**src/rtl/wl_pkg.sv**
```systemverilog
package wl_pkg;
  localparam int RNG_W = 16;
  localparam logic [RNG_W-1:0] RNG_SEED = 16'hACE1;

  function automatic logic [RNG_W-1:0] rng_step(input logic [RNG_W-1:0] g);
    return {g[14:0], g[15] ^ g[13] ^ g[12] ^ g[10]};
  endfunction
endpackage

```
**src/rtl/wl_flag_table.sv**
```systemverilog
module wl_flag_table #(
  parameter int NUM_SETS = 4,
  parameter int SET_W    = 2,
  parameter int CNT_W    = 16,
  parameter int FC_W     = 3
) (
  input  logic                clk,
  input  logic                rst_n,
  input  logic                ev_valid,
  input  logic [SET_W-1:0]    ev_set,
  input  logic                wipe,
  output logic [NUM_SETS-1:0] flags_q,
  output logic [CNT_W-1:0]    erase_cnt,
  output logic [FC_W-1:0]     flag_cnt
);
  function automatic logic [CNT_W-1:0] sat_inc(input logic [CNT_W-1:0] v);
    return (v == '1) ? v : v + 1'b1;
  endfunction

  logic [NUM_SETS-1:0] base_flags, next_flags;
  logic [CNT_W-1:0]    base_ec, next_ec;
  logic [FC_W-1:0]     base_fc, next_fc;
  logic                first_mark;

  always_comb begin
    base_flags = wipe ? '0 : flags_q;
    base_ec    = wipe ? '0 : erase_cnt;
    base_fc    = wipe ? '0 : flag_cnt;
    first_mark = ev_valid && !base_flags[ev_set];
    next_flags = base_flags;
    next_ec    = base_ec;
    next_fc    = base_fc;
    if (ev_valid) begin
      next_flags[ev_set] = 1'b1;
      next_ec            = sat_inc(base_ec);
    end
    if (first_mark) next_fc = base_fc + 1'b1;
  end

  always_ff @(posedge clk or negedge rst_n) begin
    if (!rst_n) begin
      flags_q   <= '0;
      erase_cnt <= '0;
      flag_cnt  <= '0;
    end else begin
      flags_q   <= next_flags;
      erase_cnt <= next_ec;
      flag_cnt  <= next_fc;
    end
  end

  assert_flag_count_R2: assert property (@(posedge clk) disable iff (!rst_n)
    flag_cnt == FC_W'($countones(flags_q)));

  assert_erase_step_R3: assert property (@(posedge clk) disable iff (!rst_n)
    (ev_valid && !wipe && erase_cnt != '1) |=> erase_cnt == $past(erase_cnt) + 1'b1);

  assert_wipe_clears_R7: assert property (@(posedge clk) disable iff (!rst_n)
    wipe |=> (erase_cnt <= 1 && flag_cnt <= 1));
endmodule

```
**src/rtl/wl_ratio_check.sv**
```systemverilog
module wl_ratio_check #(
  parameter int CNT_W  = 16,
  parameter int FC_W   = 3,
  parameter int THRESH = 1000
) (
  input  logic             clk,
  input  logic             rst_n,
  input  logic [CNT_W-1:0] erase_cnt,
  input  logic [FC_W-1:0]  flag_cnt,
  output logic             ratio_met
);
  localparam int PROD_W = CNT_W + FC_W + 1;

  function automatic logic [PROD_W-1:0] scaled_limit(input logic [FC_W-1:0] fc);
    return PROD_W'(THRESH) * PROD_W'(fc);
  endfunction

  assign ratio_met = (flag_cnt != '0) && (PROD_W'(erase_cnt) >= scaled_limit(flag_cnt));

  assert_zero_flags_quiet_R9: assert property (@(posedge clk) disable iff (!rst_n)
    (flag_cnt == '0) |-> !ratio_met);
endmodule

```
**src/rtl/wl_set_picker.sv**
```systemverilog
module wl_set_picker #(
  parameter int NUM_SETS = 4,
  parameter int SET_W    = 2
) (
  input  logic                clk,
  input  logic                rst_n,
  input  logic [NUM_SETS-1:0] flags,
  input  logic                advance,
  input  logic                reseed,
  output logic [SET_W-1:0]    pick_idx,
  output logic                all_set
);
  import wl_pkg::*;

  logic [SET_W-1:0] ptr_q;
  logic [RNG_W-1:0] rng_q;

  function automatic logic [SET_W-1:0] find_clear(input logic [NUM_SETS-1:0] f,
                                                  input logic [SET_W-1:0] start);
    logic [SET_W-1:0] res;
    logic             found;
    res   = start;
    found = 1'b0;
    for (int i = 0; i < NUM_SETS; i++) begin
      logic [SET_W-1:0] idx;
      idx = SET_W'((int'(start) + i) % NUM_SETS);
      if (!found && !f[idx]) begin
        res   = idx;
        found = 1'b1;
      end
    end
    return res;
  endfunction

  assign all_set  = &flags;
  assign pick_idx = find_clear(flags, ptr_q);

  always_ff @(posedge clk or negedge rst_n) begin
    if (!rst_n) begin
      ptr_q <= '0;
      rng_q <= RNG_SEED;
    end else begin
      rng_q <= rng_step(rng_q);
      if (reseed)       ptr_q <= SET_W'(int'(rng_q[SET_W-1:0]) % NUM_SETS);
      else if (advance) ptr_q <= SET_W'((int'(pick_idx) + 1) % NUM_SETS);
    end
  end

  assert_pick_is_clear_R5: assert property (@(posedge clk) disable iff (!rst_n)
    advance |-> !flags[pick_idx]);

  assert_pointer_follows_R5: assert property (@(posedge clk) disable iff (!rst_n)
    (advance && !reseed) |=> ptr_q == SET_W'((int'($past(pick_idx)) + 1) % NUM_SETS));

  assert_rng_moves_R8: assert property (@(posedge clk) disable iff (!rst_n)
    rng_q != '0);
endmodule

```
**src/rtl/wear_level_trigger.sv**
```systemverilog
module wear_level_trigger #(
  parameter int NUM_BLOCKS = 16,
  parameter int SET_SHIFT  = 2,
  parameter int THRESH     = 1000,
  parameter int CNT_W      = 16,
  localparam int BLK_W     = $clog2(NUM_BLOCKS),
  localparam int SET_W     = BLK_W - SET_SHIFT
) (
  input  logic             clk,
  input  logic             rst_n,
  input  logic             erase_valid,
  input  logic [BLK_W-1:0] erase_block,
  input  logic             clean_done,
  output logic             clean_req,
  output logic [SET_W-1:0] clean_set
);
  localparam int NUM_SETS = NUM_BLOCKS >> SET_SHIFT;
  localparam int FC_W     = $clog2(NUM_SETS + 1);

  logic [NUM_SETS-1:0] flags;
  logic [CNT_W-1:0]    erase_cnt;
  logic [FC_W-1:0]     flag_cnt;
  logic                ratio_met, all_set, trig, issue, wipe;
  logic [SET_W-1:0]    pick_idx, ev_set;
  logic                pend_q;
  logic [SET_W-1:0]    set_q;

  assign ev_set = erase_block[BLK_W-1:SET_SHIFT];
  assign trig   = !pend_q && ratio_met;
  assign issue  = trig && !all_set;
  assign wipe   = trig && all_set;

  wl_flag_table #(.NUM_SETS(NUM_SETS), .SET_W(SET_W), .CNT_W(CNT_W), .FC_W(FC_W)) u_table (
    .clk(clk), .rst_n(rst_n), .ev_valid(erase_valid), .ev_set(ev_set), .wipe(wipe),
    .flags_q(flags), .erase_cnt(erase_cnt), .flag_cnt(flag_cnt));

  wl_ratio_check #(.CNT_W(CNT_W), .FC_W(FC_W), .THRESH(THRESH)) u_ratio (
    .clk(clk), .rst_n(rst_n), .erase_cnt(erase_cnt), .flag_cnt(flag_cnt),
    .ratio_met(ratio_met));

  wl_set_picker #(.NUM_SETS(NUM_SETS), .SET_W(SET_W)) u_pick (
    .clk(clk), .rst_n(rst_n), .flags(flags), .advance(issue), .reseed(wipe),
    .pick_idx(pick_idx), .all_set(all_set));

  always_ff @(posedge clk or negedge rst_n) begin
    if (!rst_n) begin
      pend_q <= 1'b0;
      set_q  <= '0;
    end else if (issue) begin
      pend_q <= 1'b1;
      set_q  <= pick_idx;
    end else if (clean_done) begin
      pend_q <= 1'b0;
    end
  end

  assign clean_req = pend_q;
  assign clean_set = set_q;

  assert_request_held_R6: assert property (@(posedge clk) disable iff (!rst_n)
    (clean_req && !clean_done) |=> (clean_req && $stable(clean_set)));

  assert_no_back_to_back_R6: assert property (@(posedge clk) disable iff (!rst_n)
    (clean_req && clean_done) |=> !clean_req);

  assert_request_cause_R4: assert property (@(posedge clk) disable iff (!rst_n)
    $rose(clean_req) |-> $past(ratio_met));

  assert_wipe_no_request_R7: assert property (@(posedge clk) disable iff (!rst_n)
    (!clean_req && all_set && ratio_met) |=> !clean_req);
endmodule

```
**config.mk**
```make
export PLATFORM = sky130hd
export DESIGN_NAME = wear_level_trigger
export DESIGN_NICKNAME = d
export VERILOG_FILES = /design/src/rtl/wl_pkg.sv /design/src/rtl/wl_flag_table.sv /design/src/rtl/wl_ratio_check.sv /design/src/rtl/wl_set_picker.sv /design/src/rtl/wear_level_trigger.sv
export SDC_FILE = /design/constraint.sdc
export NUM_CORES = 1
export LEC_CHECK = 0
export ABC_AREA = 1
export BUFFER_PORTS_ARGS = -buffer_cell sky130_fd_sc_hd__buf_2
export CORE_ASPECT_RATIO = 0.5
export CORE_MARGIN = 2
export CORE_UTILIZATION = 53
export DETAILED_ROUTE_END_ITERATION = 6
export HOLD_SLACK_MARGIN = 0.05
export PLACE_DENSITY = 0.82
export SLEW_MARGIN = 20
export SYNTH_ARGS = -nofsm -noshare
export SYNTH_HDL_FRONTEND = slang
export SYNTH_SLANG_ARGS = --single-unit
```
**constraint.sdc**
```tcl
create_clock -name clk -period 10.8 [get_ports clk]
set_clock_uncertainty 0.1 [all_clocks]
set_input_delay 0.54 -clock clk [delete_from_list [all_inputs] [get_ports clk]]
set_output_delay 0.54 -clock clk [all_outputs]
set_load 0.1 [all_outputs]
```
==> results of run 1 <==
==> path summary, 6_finish.rpt <==
kind | endpoint | cells past startpoint | startpoint | slack, ps
min in group clk | u_pick.rng_q[4] | 0 | u_pick.rng_q[3] | 250
setup reg to reg | u_table.erase_cnt[5] | 22 | u_table.flag_cnt[0] | 5980
hold reg to reg | u_pick.rng_q[4] | 0 | u_pick.rng_q[3] | 250
max in group asynchronous | u_pick.rng_q[5] | 1 | rst_n | 10070
setup / recovery | u_table.erase_cnt[5] | 22 | u_table.flag_cnt[0] | 5980
hold / removal | u_table.erase_cnt[0] | 1 | rst_n | 140
==> stage by stage <==
stage                util  setup slack, ps
floorplan               -             6560
global placement    0.563             6080
finish              0.595             5980
CTS                 0.594             5990
global route        0.595             5530
detailed placement  0.563             6040
==> power groups by stage <==
stage          clock network [mW]  registers (mW)  logic, mW
6_report                    0.174           0.240      0.524
5_1_grt                     0.188           0.246      0.613
4_1_cts                     0.180           0.240      0.529
3_5_place_dp                    0           0.242      0.525
3_3_place_gp                    0           0.242      0.508
2_1_floorplan                   0           0.263      0.408
==> placed cells by master, fill, tap and decap left out, types with 4 or more instances in the layout <==
cell / instances
sky130_fd_sc_hd__nand3_2: 4
sky130_fd_sc_hd__nand3_1: 27
sky130_fd_sc_hd__xnor2_1: 7
sky130_fd_sc_hd__dfrtp_1: 36
sky130_fd_sc_hd__xor2_1: 7
sky130_fd_sc_hd__clkbuf_16: 5
sky130_fd_sc_hd__nand2_1: 117
sky130_fd_sc_hd__inv_2: 5
sky130_fd_sc_hd__fa_1: 4
sky130_fd_sc_hd__ha_1: 21
sky130_fd_sc_hd__nor2_2: 7
sky130_fd_sc_hd__nand2_2: 5
sky130_fd_sc_hd__a21oi_1: 7
sky130_fd_sc_hd__nor2_1: 29
sky130_fd_sc_hd__nand4_1: 6
sky130_fd_sc_hd__o21ai_0: 19
sky130_fd_sc_hd__inv_1: 51
sky130_fd_sc_hd__buf_2: 7
sky130_fd_sc_hd__o21ai_1: 6
sky130_fd_sc_hd__dfstp_2: 8
==> kinds of logic after synthesis <==
| logic type | share of synthesized area |
|---|---|
| AOI/OAI and AO/OA | 0.0714 |
| and+or+nand+nor | 0.316 |
| DFF | 0.371 |
| buffers and inverters | 0.0868 |
| xor gates and xnor gates | 0.0409 |
| adders and majority gates | 0.114 |
==> sequential cells by signal, indices dropped and copies added, names as in the netlist <==
signal             cells
u_table.flag_cnt       3
u_table.flags_q        4
u_table.erase_cnt     16
clean_set              2
clean_req              1
u_pick.ptr_q           2
u_pick.rng_q          16
==> layer usage <==
metal / global-route usage / part of all wire / vias up
met5: 0 / 0 / -
met4: 0.0554 / 0.0095 / 0
met3: 0.0571 / 0.046 / 10
met2: 0.342 / 0.49 / 51
met1: 0.251 / 0.46 / 1119
li1: - / - / 1260
==> area by class of cell <==
cell class,count,share of cell area
Multi-Input combinational cell,284,0.500
Sequential cell,44,0.342
Inverter,56,0.0646
Clock buffer,5,0.0385
Tap cell,73,0.0281
Clock inverter,3,0.0142
Timing Repair Buffer,8,0.0131
==> key figures, run 1 <==
Run status
  – Outcome: completed

Power and ir drop
  – Proportion of total power due to net switching: 0.460
  – Areal power density over the cells: 289 mW/mm^2
  – Comb power frac: 0.558
  – Worst IR Drop VDD: 0.173 mV
  – Clk pwr share: 0.186
  – Leakage dissipation: 1.69 nW
  – Power after layout: 0.938 mW
  – Cell-internal power: 0.506 mW
  – Sequential share of power: 0.256
  – Net switching component of the power: 0.432 mW

Run
  – Number of max-cap violations: 0

Clock tree
  – Max Buffers Root-to-Sink: 2
  – TritonCTS sink count: 44
  – Root Driver: sky130_fd_sc_hd__clkbuf_16
  – Clock input transition at the sequential cells of the worst setup and hold paths: 70 ps
  – H-tree Lvls: 2
  – Total of hold buffers inserted after clock tree synthesis: 0
  – TritonCTS clock tree: built
  – Total CTS buffers: 5
  – Post-cts repair resize count: 0
  – Skew-Pair Late Insertion Delay: 290 ps
  – Post-CTS setup buffers: 0

Logic synthesis
  – Largest cells by area after synthesis: sky130_fd_sc_hd__dfrtp_1 30%, sky130_fd_sc_hd__nand2_1 15%, sky130_fd_sc_hd__ha_1 8.8%
  – Sequential share of the synthesized area: 0.371
  – Warnings, synthesis: 0
  – Post-synth top flop: sky130_fd_sc_hd__dfrtp_1
  – Post-synthesis area per instance: 7.66 um^2
  – Dominant cell type by area after synthesis: sky130_fd_sc_hd__dfrtp_1
  – Share of the synthesized area in the top cell type: 0.301
  – Cell area after synthesis: 0.00300 mm^2
  – Seq cells post-synth: 44
  – Top cell types by occurrence after synthesis: 117 x sky130_fd_sc_hd__nand2_1, 51 x sky130_fd_sc_hd__inv_1, 36 x sky130_fd_sc_hd__dfrtp_1
  – Share of flip-flops with an asynchronous set or reset after synthesis: 1.00
  – Number of flops mapped to enable cells by yosys: 0
  – Synthesized netlist cell count: 391
  – Nets in the synthesized netlist: 424
  – Number of distinct library cells after synthesis: 38
  – Most instantiated library cell after synthesis: sky130_fd_sc_hd__nand2_1

Placed design
  – Post-detailed-placement half-perimeter wirelength: 4120 um
  – Global placer's final weighted congestion: 0.850
  – Number of buffers added on ports: 8
  – Cell count after placement: 465
  – Placement-stage cell area: 0.00308 mm^2

Cells and area
  – Final layout net count: 432
  – Fraction of final layout cells with drive strength greater than 1: 0.133
  – Storage cell area: 0.00111 mm^2
  – Cell area after layout: 0.00325 mm^2
  – Area of the multi-input gates: 0.00163 mm^2
  – Final instance count without filler cells: 473
  – Area growth from synthesis to final layout: 8.52%
  – Number of filler instances in the final layout: 471
  – Count of antenna diodes in the layout: 0

Global routing
  – Global-route wire length before repair: 9840 um
  – Number of global-route vias before repair: 2293
  – Largest net degree at the start of global routing: 45
  – Antenna violations before repair: 0
  – Combined global-route utilization of all metal layers: 0.200
  – GR Overflow Total: 0

Worst setup path
  – CP max FO: 36
  – Crit end category: flop
  – CP Data Required Time: 10910 ps
  – Critical path's slowest cell: sky130_fd_sc_hd__fa_1
  – Data arrival, critical path: 4930 ps
  – Cell Chain, Critical Path: fa_1 > ha_1 > or2_2 > a31oi_1 > xor2_1 > ha_1 > a21oi_1 > nand2_1 > a21oi_2 > nand3_2 > nand3_4 > nand2_1 > inv_2 > ha_1 > nand2_1 > nor2_2 > nand2_2 > nor2_2 > nand3_2 > nand2_1 > nand2_1 > o21ai_1
  – Most repeated library cell on the critical path: sky130_fd_sc_hd__nand2_1
  – Stage delay of the slowest cell on the critical path: 670 ps
  – Crit path launch type: flop
  – Class of the most critical setup path: flop to flop
  – Cell type group with the largest total delay on the critical path: simple AND/OR/NAND/NOR gates
  – Critical path buffers and inverters: 1

STA
  – Final-report max-slew violation count: 0
  – Setup repair after global routing missed its margin: false
  – Worst hold-check slack: 137 ps
  – Transition at the pin with the smallest max-transition slack: 549 ps
  – Count of endpoints failing hold in the final timing report: 0
  – Worst rel slew slack: 0.634
  – Final TNS setup: 0 ps
  – Maximum clock frequency: 208 MHz
  – Final critical delay including setup and external delays: 4820 ps
  – Final worst path period share: 0.446
  – Finish-stage setup viols: 0

Drt
  – Count of routing violations after the opening detailed-route iteration: 193
  – Per-cell routed wire length: 12.0 um
  – Post-DR vias/cell: 5.16
  – 1st-pass router iterations: 4
  – Routed via count: 2440
  – DRC viols: 0
  – Antenna-violating nets left: 0
  – Final wirelength: 5690 um

Floorplan
  – Core Region: 0.00547 mm^2
  – I/O Pins: 11
  – Initial Utilization: 0.548
  – Width of the chip: 110 um
  – Number of cell rows: 19
  – Floorplan die height: 57.2 um
  – Area of the die: 0.00631 mm^2

Min path
  – Class of the tightest hold or removal check: input pin to asynchronous set/reset pin
No activity file was read; power rests on OpenSTA's default activity.
==> run 2, diff against run 1 <==
--- a/config.mk
+++ b/config.mk
@@ -12,7 +12,7 @@
 export CORE_UTILIZATION = 53
 export DETAILED_ROUTE_END_ITERATION = 6
 export HOLD_SLACK_MARGIN = 0.05
-export PLACE_DENSITY = 0.82
+export PLACE_DENSITY = 0.85
 export SLEW_MARGIN = 20
 export SYNTH_ARGS = -nofsm -noshare
 export SYNTH_HDL_FRONTEND = slang
==> constraint.sdc (replaced) <==
create_clock -name clk -period 4.34 [get_ports clk]
set_clock_uncertainty 0.1 [all_clocks]
set_input_delay 0.217 -clock clk [delete_from_list [all_inputs] [get_ports clk]]
set_output_delay 0.217 -clock clk [all_outputs]
set_load 0.1 [all_outputs]
==> run 2 against run 1 <==
  * Routed wire length is 32% higher
  * Worst setup slack worse by 6000 ps
  * Final cell count is 5.1% higher
  * Non-clock buffer count is 24 higher
==> key figures, run 2 (same netlist as run 1, synthesis figures left out) <==
Cells and area
  – Number of filler instances in the final layout: 386
  – Final instance count without filler cells: 497
  – Util after Layout: 0.672
  – Fraction of final layout cells with drive strength greater than 1: 0.250
  – Area growth from synthesis to final layout: 22.7%
  – Final layout net count: 456
  – Area of the multi-input gates: 0.00179 mm^2
  – Largest registers: u_pick.rng_q (16), u_table.erase_cnt (16), u_table.flags_q (4)
  – Commonest cells after routing, fill and taps aside: 110 x sky130_fd_sc_hd__nand2_1, 44 x sky130_fd_sc_hd__inv_1, 35 x sky130_fd_sc_hd__dfrtp_1
  – Count of antenna diodes in the layout: 0
  – Storage cell area: 0.00111 mm^2
  – Cell area after layout: 0.00368 mm^2
  – Most common cell after layout, fill and taps aside: sky130_fd_sc_hd__nand2_1

Worst setup path
  – Setup slack, reg-to-reg: 5 ps
  – Most repeated library cell on the critical path: sky130_fd_sc_hd__nand2_1
  – Stage delay of the slowest cell on the critical path: 680 ps
  – Critical Path Stages: 23
  – Class of the most critical setup path: flop to flop
  – Data arrival, critical path: 4450 ps
  – CP Data Required Time: 4450 ps
  – Critical path's slowest cell: sky130_fd_sc_hd__fa_2
  – Cell type group with the largest total delay on the critical path: adder cells
  – Critical path buffers and inverters: 2
  – Critical register-to-register path endpoint: u_table.erase_cnt[5]
  – Capture point of the worst path: u_table.erase_cnt[5]
  – Depth of the worst register-to-register path: 23
  – Crit end category: flop
  – Critical Path Start: u_table.flag_cnt[1]
  – Cell Chain, Critical Path: fa_2 > ha_4 > a211o_1 > a31oi_1 > xor2_1 > ha_1 > a21oi_1 > nand2_1 > a21oi_2 > nand3_2 > nand3_4 > buf_12 > nand2_8 > inv_6 > ha_4 > nand2_4 > nor2_4 > nand2_4 > nor2_4 > nand3_4 > nand2_1 > nand2_1 > o21ai_1
  – Worst r2r src: u_table.flag_cnt[1]
  – Crit path launch type: flop
  – CP max FO: 8

Global routing
  – Global-route wire length before repair: 10800 um
  – Combined global-route utilization of all metal layers: 0.220
  – Number of global-route vias before repair: 2419
  – GR Overflow Total: 0
  – Antenna violations before repair: 0
  – Largest net degree at the start of global routing: 45

Drt
  – Per-cell routed wire length: 15.1 um
  – Routed metal-1 wirelength: 2920 um
  – Met2 layer wire length in the routed design: 3770 um
  – 1st-pass router iterations: 5
  – Met3 Routed Length: 594 um
  – Post-DR vias/cell: 5.54
  – Routed via count: 2751
  – Final wirelength: 7510 um
  – Top Layer Used: met4
  – DRC viols: 0
  – Count of routing violations after the opening detailed-route iteration: 262
  – Antenna-violating nets left: 0

Clock tree
  – TritonCTS sink count: 44
  – TritonCTS clock tree: built
  – Max Buffers Root-to-Sink: 2
  – Total CTS buffers: 5
  – Clock input transition at the sequential cells of the worst setup and hold paths: 70 ps
  – Skew-Pair Late Insertion Delay: 290 ps
  – Root Driver: sky130_fd_sc_hd__clkbuf_16
  – H-tree Lvls: 2

STA
  – Transition at the pin with the smallest max-transition slack: 488 ps
  – Final TNS setup: 0 ps
  – Maximum clock frequency: 231 MHz
  – Final-report max-slew violation count: 0
  – Worst rel slew slack: 0.677
  – Setup repair after global routing missed its margin: true
  – Worst hold-check slack: 120 ps
  – Final critical delay including setup and external delays: 4330 ps
  – Final worst path period share: 0.999
  – Count of endpoints failing hold in the final timing report: 0
  – Finish-stage setup viols: 0
  – Post-route setup slack: 5.19 ps

Placed design
  – Global placer's final weighted congestion: 0.870
  – Cell count after placement: 474
  – Worst slack at placement: 59.2 ps
  – Number of buffers added on ports: 8
  – Placement-stage cell area: 0.00316 mm^2
  – Post-detailed-placement half-perimeter wirelength: 4510 um

Floorplan
  – I/O Pins: 11
  – Number of cell rows: 19
  – Floorplan die height: 57.2 um
  – Core Region: 0.00547 mm^2
  – Area of the die: 0.00631 mm^2
  – Width of the chip: 110 um
  – Initial Utilization: 0.548

Power and ir drop
  – Power after layout: 2.72 mW
  – Leakage dissipation: 1.89 nW
  – Worst IR Drop VDD: 0.499 mV
  – Areal power density over the cells: 740 mW/mm^2

Run status
  – Outcome: completed

Min path
  – Min-Delay Path Depth: 3
  – Class of the tightest hold or removal check: input pin to flop

Run
  – Number of max-cap violations: 0
[run 2: repair_timing]
item,in CTS,in global routing
hold buffers,2,0
endpoints found under the setup margin,0,16
gates resized for setup,0,53
setup buffers,0,11
hold endpoints to repair,37,0
[run 2: metal layers]
metal | track usage | vias to the layer above
met4 | 0.0661 | 0
met1 | 0.279 | 1286
li1 | - | 1304
met5 | 0 | -
met2 | 0.380 | 127
met3 | 0.0480 | 34
[run 2: area by class of cell]
cell class                      count  share of cell area
Tap cell                           73              0.0248
Clock inverter                      3              0.0129
Clock buffer                        5              0.0340
Timing Repair Buffer               32              0.0783
Inverter                           56              0.0592
Multi-Input combinational cell    284               0.488
Sequential cell                    44               0.303
[run 2: report_power, final]
group	internal [mW]	total [mW]	switching, mW
registers	0.489	0.596	0.106
logic	0.704	1.68	0.978
clock network	0.274	0.442	0.168
total	1.47	2.72	1.25
[run 2: tightest hold or removal path: stages]
cell                      delay [ps]
sky130_fd_sc_hd__buf_2           110
sky130_fd_sc_hd__nand2_1          70
sky130_fd_sc_hd__o21ai_0          70
[run 2: worst min path at each step]
stage / start / end
6_report: erase_block[2] / u_table.flags_q[1]
4_1_cts: erase_block[2] / u_table.flags_q[1]
5_1_grt: erase_block[3] / u_table.flags_q[2]
2_1_floorplan: rst_n / clean_req
3_3_place_gp: u_pick.rng_q[8] / u_pick.rng_q[9]
3_5_place_dp: u_pick.rng_q[4] / u_pick.rng_q[5]
==> run 3, diff against run 2 <==
--- a/config.mk
+++ b/config.mk
@@ -12,8 +12,9 @@
 export CORE_UTILIZATION = 53
 export DETAILED_ROUTE_END_ITERATION = 6
 export HOLD_SLACK_MARGIN = 0.05
-export PLACE_DENSITY = 0.85
+export PLACE_DENSITY = 0.84
 export SLEW_MARGIN = 20
 export SYNTH_ARGS = -nofsm -noshare
 export SYNTH_HDL_FRONTEND = slang
+export SYNTH_HIERARCHICAL = 1
 export SYNTH_SLANG_ARGS = --single-unit
==> run 3 against run 2 <==
  * Worst setup slack gained 100 ps
  * Maximum frequency grew 2.5%
  * Global-route usage shrank 0.42 points
  * Critical endpoint is now u_table/erase_cnt[15]
  * Sequential share of layout area shrank 1.3 points
  * Synthesized area grew 11%
  * Routed wire length shrank 4.1%
==> key figures, run 3 <==
Drt
  – Post-DR vias/cell: 5.25
  – Final wirelength: 7200 um
  – Per-cell routed wire length: 13.4 um
  – Antenna-violating nets left: 0
  – Count of routing violations after the opening detailed-route iteration: 308
  – Routed via count: 2825
  – DRC viols: 0
  – 1st-pass router iterations: 4

Floorplan
  – Width of the chip: 116 um
  – Area of the die: 0.00695 mm^2
  – Core Region: 0.00606 mm^2
  – Number of cell rows: 20
  – Initial Utilization: 0.548
  – Floorplan die height: 60.0 um
  – I/O Pins: 11

Worst setup path
  – Setup slack, reg-to-reg: 110 ps
  – Crit path launch type: flop
  – Worst r2r src: u_table/flag_cnt[0]
  – Crit end category: flop
  – Class of the most critical setup path: flop to flop
  – Depth of the worst register-to-register path: 27
  – CP max FO: 16
  – CP Data Required Time: 4430 ps
  – Capture point of the worst path: u_table/erase_cnt[15]
  – Data arrival, critical path: 4320 ps
  – Critical register-to-register path endpoint: u_table/erase_cnt[15]
  – Critical Path Start: u_table/flag_cnt[0]

Placed design
  – Worst slack at placement: 24.3 ps
  – Placement-stage cell area: 0.00352 mm^2
  – Number of buffers added on ports: 8
  – Global placer's final weighted congestion: 0.880
  – Cell count after placement: 524
  – Post-detailed-placement half-perimeter wirelength: 4980 um

Cells and area
  – Final layout net count: 482
  – Count of antenna diodes in the layout: 0
  – Final instance count without filler cells: 538
  – Util after Layout: 0.634
  – Commonest cells after routing, fill and taps aside: 115 x sky130_fd_sc_hd__nand2_1, 40 x sky130_fd_sc_hd__inv_1, 34 x sky130_fd_sc_hd__dfrtp_1
  – Cell area after layout: 0.00384 mm^2
  – Most common cell after layout, fill and taps aside: sky130_fd_sc_hd__nand2_1
  – Area growth from synthesis to final layout: 15.7%
  – Largest registers: u_pick/rng_q (16), u_table/erase_cnt (16), u_table/flags_q (4)
  – Fraction of final layout cells with drive strength greater than 1: 0.298

Logic synthesis
  – Post-synth top flop: sky130_fd_sc_hd__dfrtp_1
  – Top cell types by occurrence after synthesis: 121 x sky130_fd_sc_hd__nand2_1, 47 x sky130_fd_sc_hd__inv_1, 36 x sky130_fd_sc_hd__dfrtp_1
  – Simple logic cell fraction of the synthesized area: 0.382
  – Number of distinct library cells after synthesis: 40
  – Most instantiated library cell after synthesis: sky130_fd_sc_hd__nand2_1
  – Share of flip-flops with an asynchronous set or reset after synthesis: 1.00
  – Post-Synth Adder-Cell Area: 0.103
  – Share of the synthesized area in compound gates (AO/OA/AOI/OAI): 0.0573
  – Share of the synthesized area in the top cell type: 0.271
  – Number of flops mapped to enable cells by yosys: 0
  – Nets in the synthesized netlist: 459
  – Seq cells post-synth: 44
  – Dominant cell type by area after synthesis: sky130_fd_sc_hd__dfrtp_1
  – Sequential share of the synthesized area: 0.335
  – Xor/xnor share of the synthesized area: 0.0343
  – Largest cells by area after synthesis: sky130_fd_sc_hd__dfrtp_1 27%, sky130_fd_sc_hd__nand2_1 14%, sky130_fd_sc_hd__ha_1 7.9%
  – Synthesized netlist cell count: 426
  – Mux contribution to synthesized area: 0
  – Warnings, synthesis: 6
  – Cell area after synthesis: 0.00332 mm^2
  – Post-synthesis area per instance: 7.80 um^2
  – Combinational family with the most area after synthesis: simple AND/OR/NAND/NOR gates

Clock tree
  – Max Buffers Root-to-Sink: 2
  – Total CTS buffers: 5
  – H-tree Lvls: 2
  – TritonCTS clock tree: built
  – Skew-Pair Late Insertion Delay: 290 ps
  – Root Driver: sky130_fd_sc_hd__clkbuf_16
  – Clock input transition at the sequential cells of the worst setup and hold paths: 70 ps
  – TritonCTS sink count: 44

STA
  – Post-route setup slack: 110 ps
  – Setup repair after global routing missed its margin: true
  – Transition at the pin with the smallest max-transition slack: 986 ps
  – Worst rel slew slack: 0.342
  – Final worst path period share: 0.975
  – Final-report max-slew violation count: 0
  – Maximum clock frequency: 236 MHz
  – Final critical delay including setup and external delays: 4230 ps
  – Finish-stage setup viols: 0
  – Count of endpoints failing hold in the final timing report: 0

Global routing
  – Combined global-route utilization of all metal layers: 0.216
  – Global-route wire length before repair: 11500 um
  – Largest net degree at the start of global routing: 45
  – Antenna violations before repair: 0
  – GR Overflow Total: 0
  – Number of global-route vias before repair: 2598

Run status
  – Outcome: completed

Min path
  – Class of the tightest hold or removal check: input pin to flop
  – Startpoint of the tightest hold check path: erase_block[3]

Power and ir drop
  – Leakage dissipation: 1.93 nW
  – Areal power density over the cells: 724 mW/mm^2
  – Power after layout: 2.78 mW
  – Worst IR Drop VDD: 0.273 mV

Run
  – Number of max-cap violations: 0
[run 3: cell types whose count changed in the layout (fill, tap and decap cells not counted), sizes merged, moves of 2 or more]
cell and change:
nor3 +2, or2 -2, nand3 +10, o21ai -6, inv +4, nand2 +22, xor2 -2, buf -7
a21oi -2, nor2 +3
[run 3: cells by family after synthesis]
| logic type | count (synthesis) |
|---|---|
| simple gates | 243 |
| buf+inv | 68 |
| flops | 44 |
| compound gates | 33 |
| fa+ha+maj | 25 |
| xor+xnor | 13 |
[run 3: worst min path at each step]
stage                                     to  depth (start not counted)
final                     u_table/flags_q[0]                          2
after global routing      u_table/flags_q[0]                          2
after CTS                 u_table/flags_q[1]                          2
after detailed placement    u_pick/rng_q[10]                          0
after global placement       u_pick/rng_q[9]                          0
after floorplan                    clean_req                          0
[run 3: area by class of cell]
| class | instances | area [um^2] |
|---|---|---|
| Clock inverter | 3 | 46.3 |
| Fill cell | 457 | 2210 |
| Clock buffer | 5 | 125 |
| Sequential cell | 44 | 1110 |
| Timing Repair Buffer | 24 | 180 |
| Inverter | 60 | 230 |
| Tap cell | 88 | 110 |
| Multi-Input combinational cell | 314 | 2040 |
[run 3: metrics by stage]
step	setup TNS [ps]	hold WS [ps]
after global routing	-1380	70.7
after detailed placement	0	237
final	0	60.5
after floorplan	0	-179
after global placement	0	234
after CTS	0	57.4
[run 3: report_power, final]
part | switching [mW] | internal, mW
sequential | 0.116 | 0.495
combinational | 1.05 | 0.673
clock | 0.171 | 0.274
total | 1.34 | 1.44
[run 3: critical path: stages (launching register included)]
cell and delay [ps]:
sky130_fd_sc_hd__dfrtp_2 450, sky130_fd_sc_hd__fa_2 620, sky130_fd_sc_hd__inv_2 50, sky130_fd_sc_hd__fa_2 330, sky130_fd_sc_hd__inv_2 80, sky130_fd_sc_hd__fa_2 210, sky130_fd_sc_hd__xnor2_2 60, sky130_fd_sc_hd__ha_1 290
sky130_fd_sc_hd__nand2_1 60, sky130_fd_sc_hd__nand3b_1 140, sky130_fd_sc_hd__nor2_1 70, sky130_fd_sc_hd__nor2_1 130, sky130_fd_sc_hd__nand3_2 90, sky130_fd_sc_hd__nand2_1 90, sky130_fd_sc_hd__inv_2 40, sky130_fd_sc_hd__inv_2 70
sky130_fd_sc_hd__nor3_4 50, sky130_fd_sc_hd__inv_2 140, sky130_fd_sc_hd__buf_6 210, sky130_fd_sc_hd__nand3_1 160, sky130_fd_sc_hd__inv_1 100, sky130_fd_sc_hd__nand2_2 100, sky130_fd_sc_hd__nor2_2 170, sky130_fd_sc_hd__nand2_1 70
sky130_fd_sc_hd__nand2_1 50, sky130_fd_sc_hd__nand3_1 60, sky130_fd_sc_hd__nand2_1 60, sky130_fd_sc_hd__nand2_1 50
[run 3: timing repair]
item	in CTS	in global routing
resized for setup	2	25
setup endpoints to repair	4	19
hold buffers	2	0
hold endpoints to repair	37	0
pin swaps	1	29
setup buffers	2	3
[run 3: layer usage]
layer / track usage / share of wire / vias to the layer above
met4: 0.0799 / 0.026 / 0
li1: - / - / 1396
met1: 0.262 / 0.43 / 1330
met2: 0.390 / 0.50 / 77
met3: 0.0416 / 0.047 / 22
met5: 0 / 0 / -
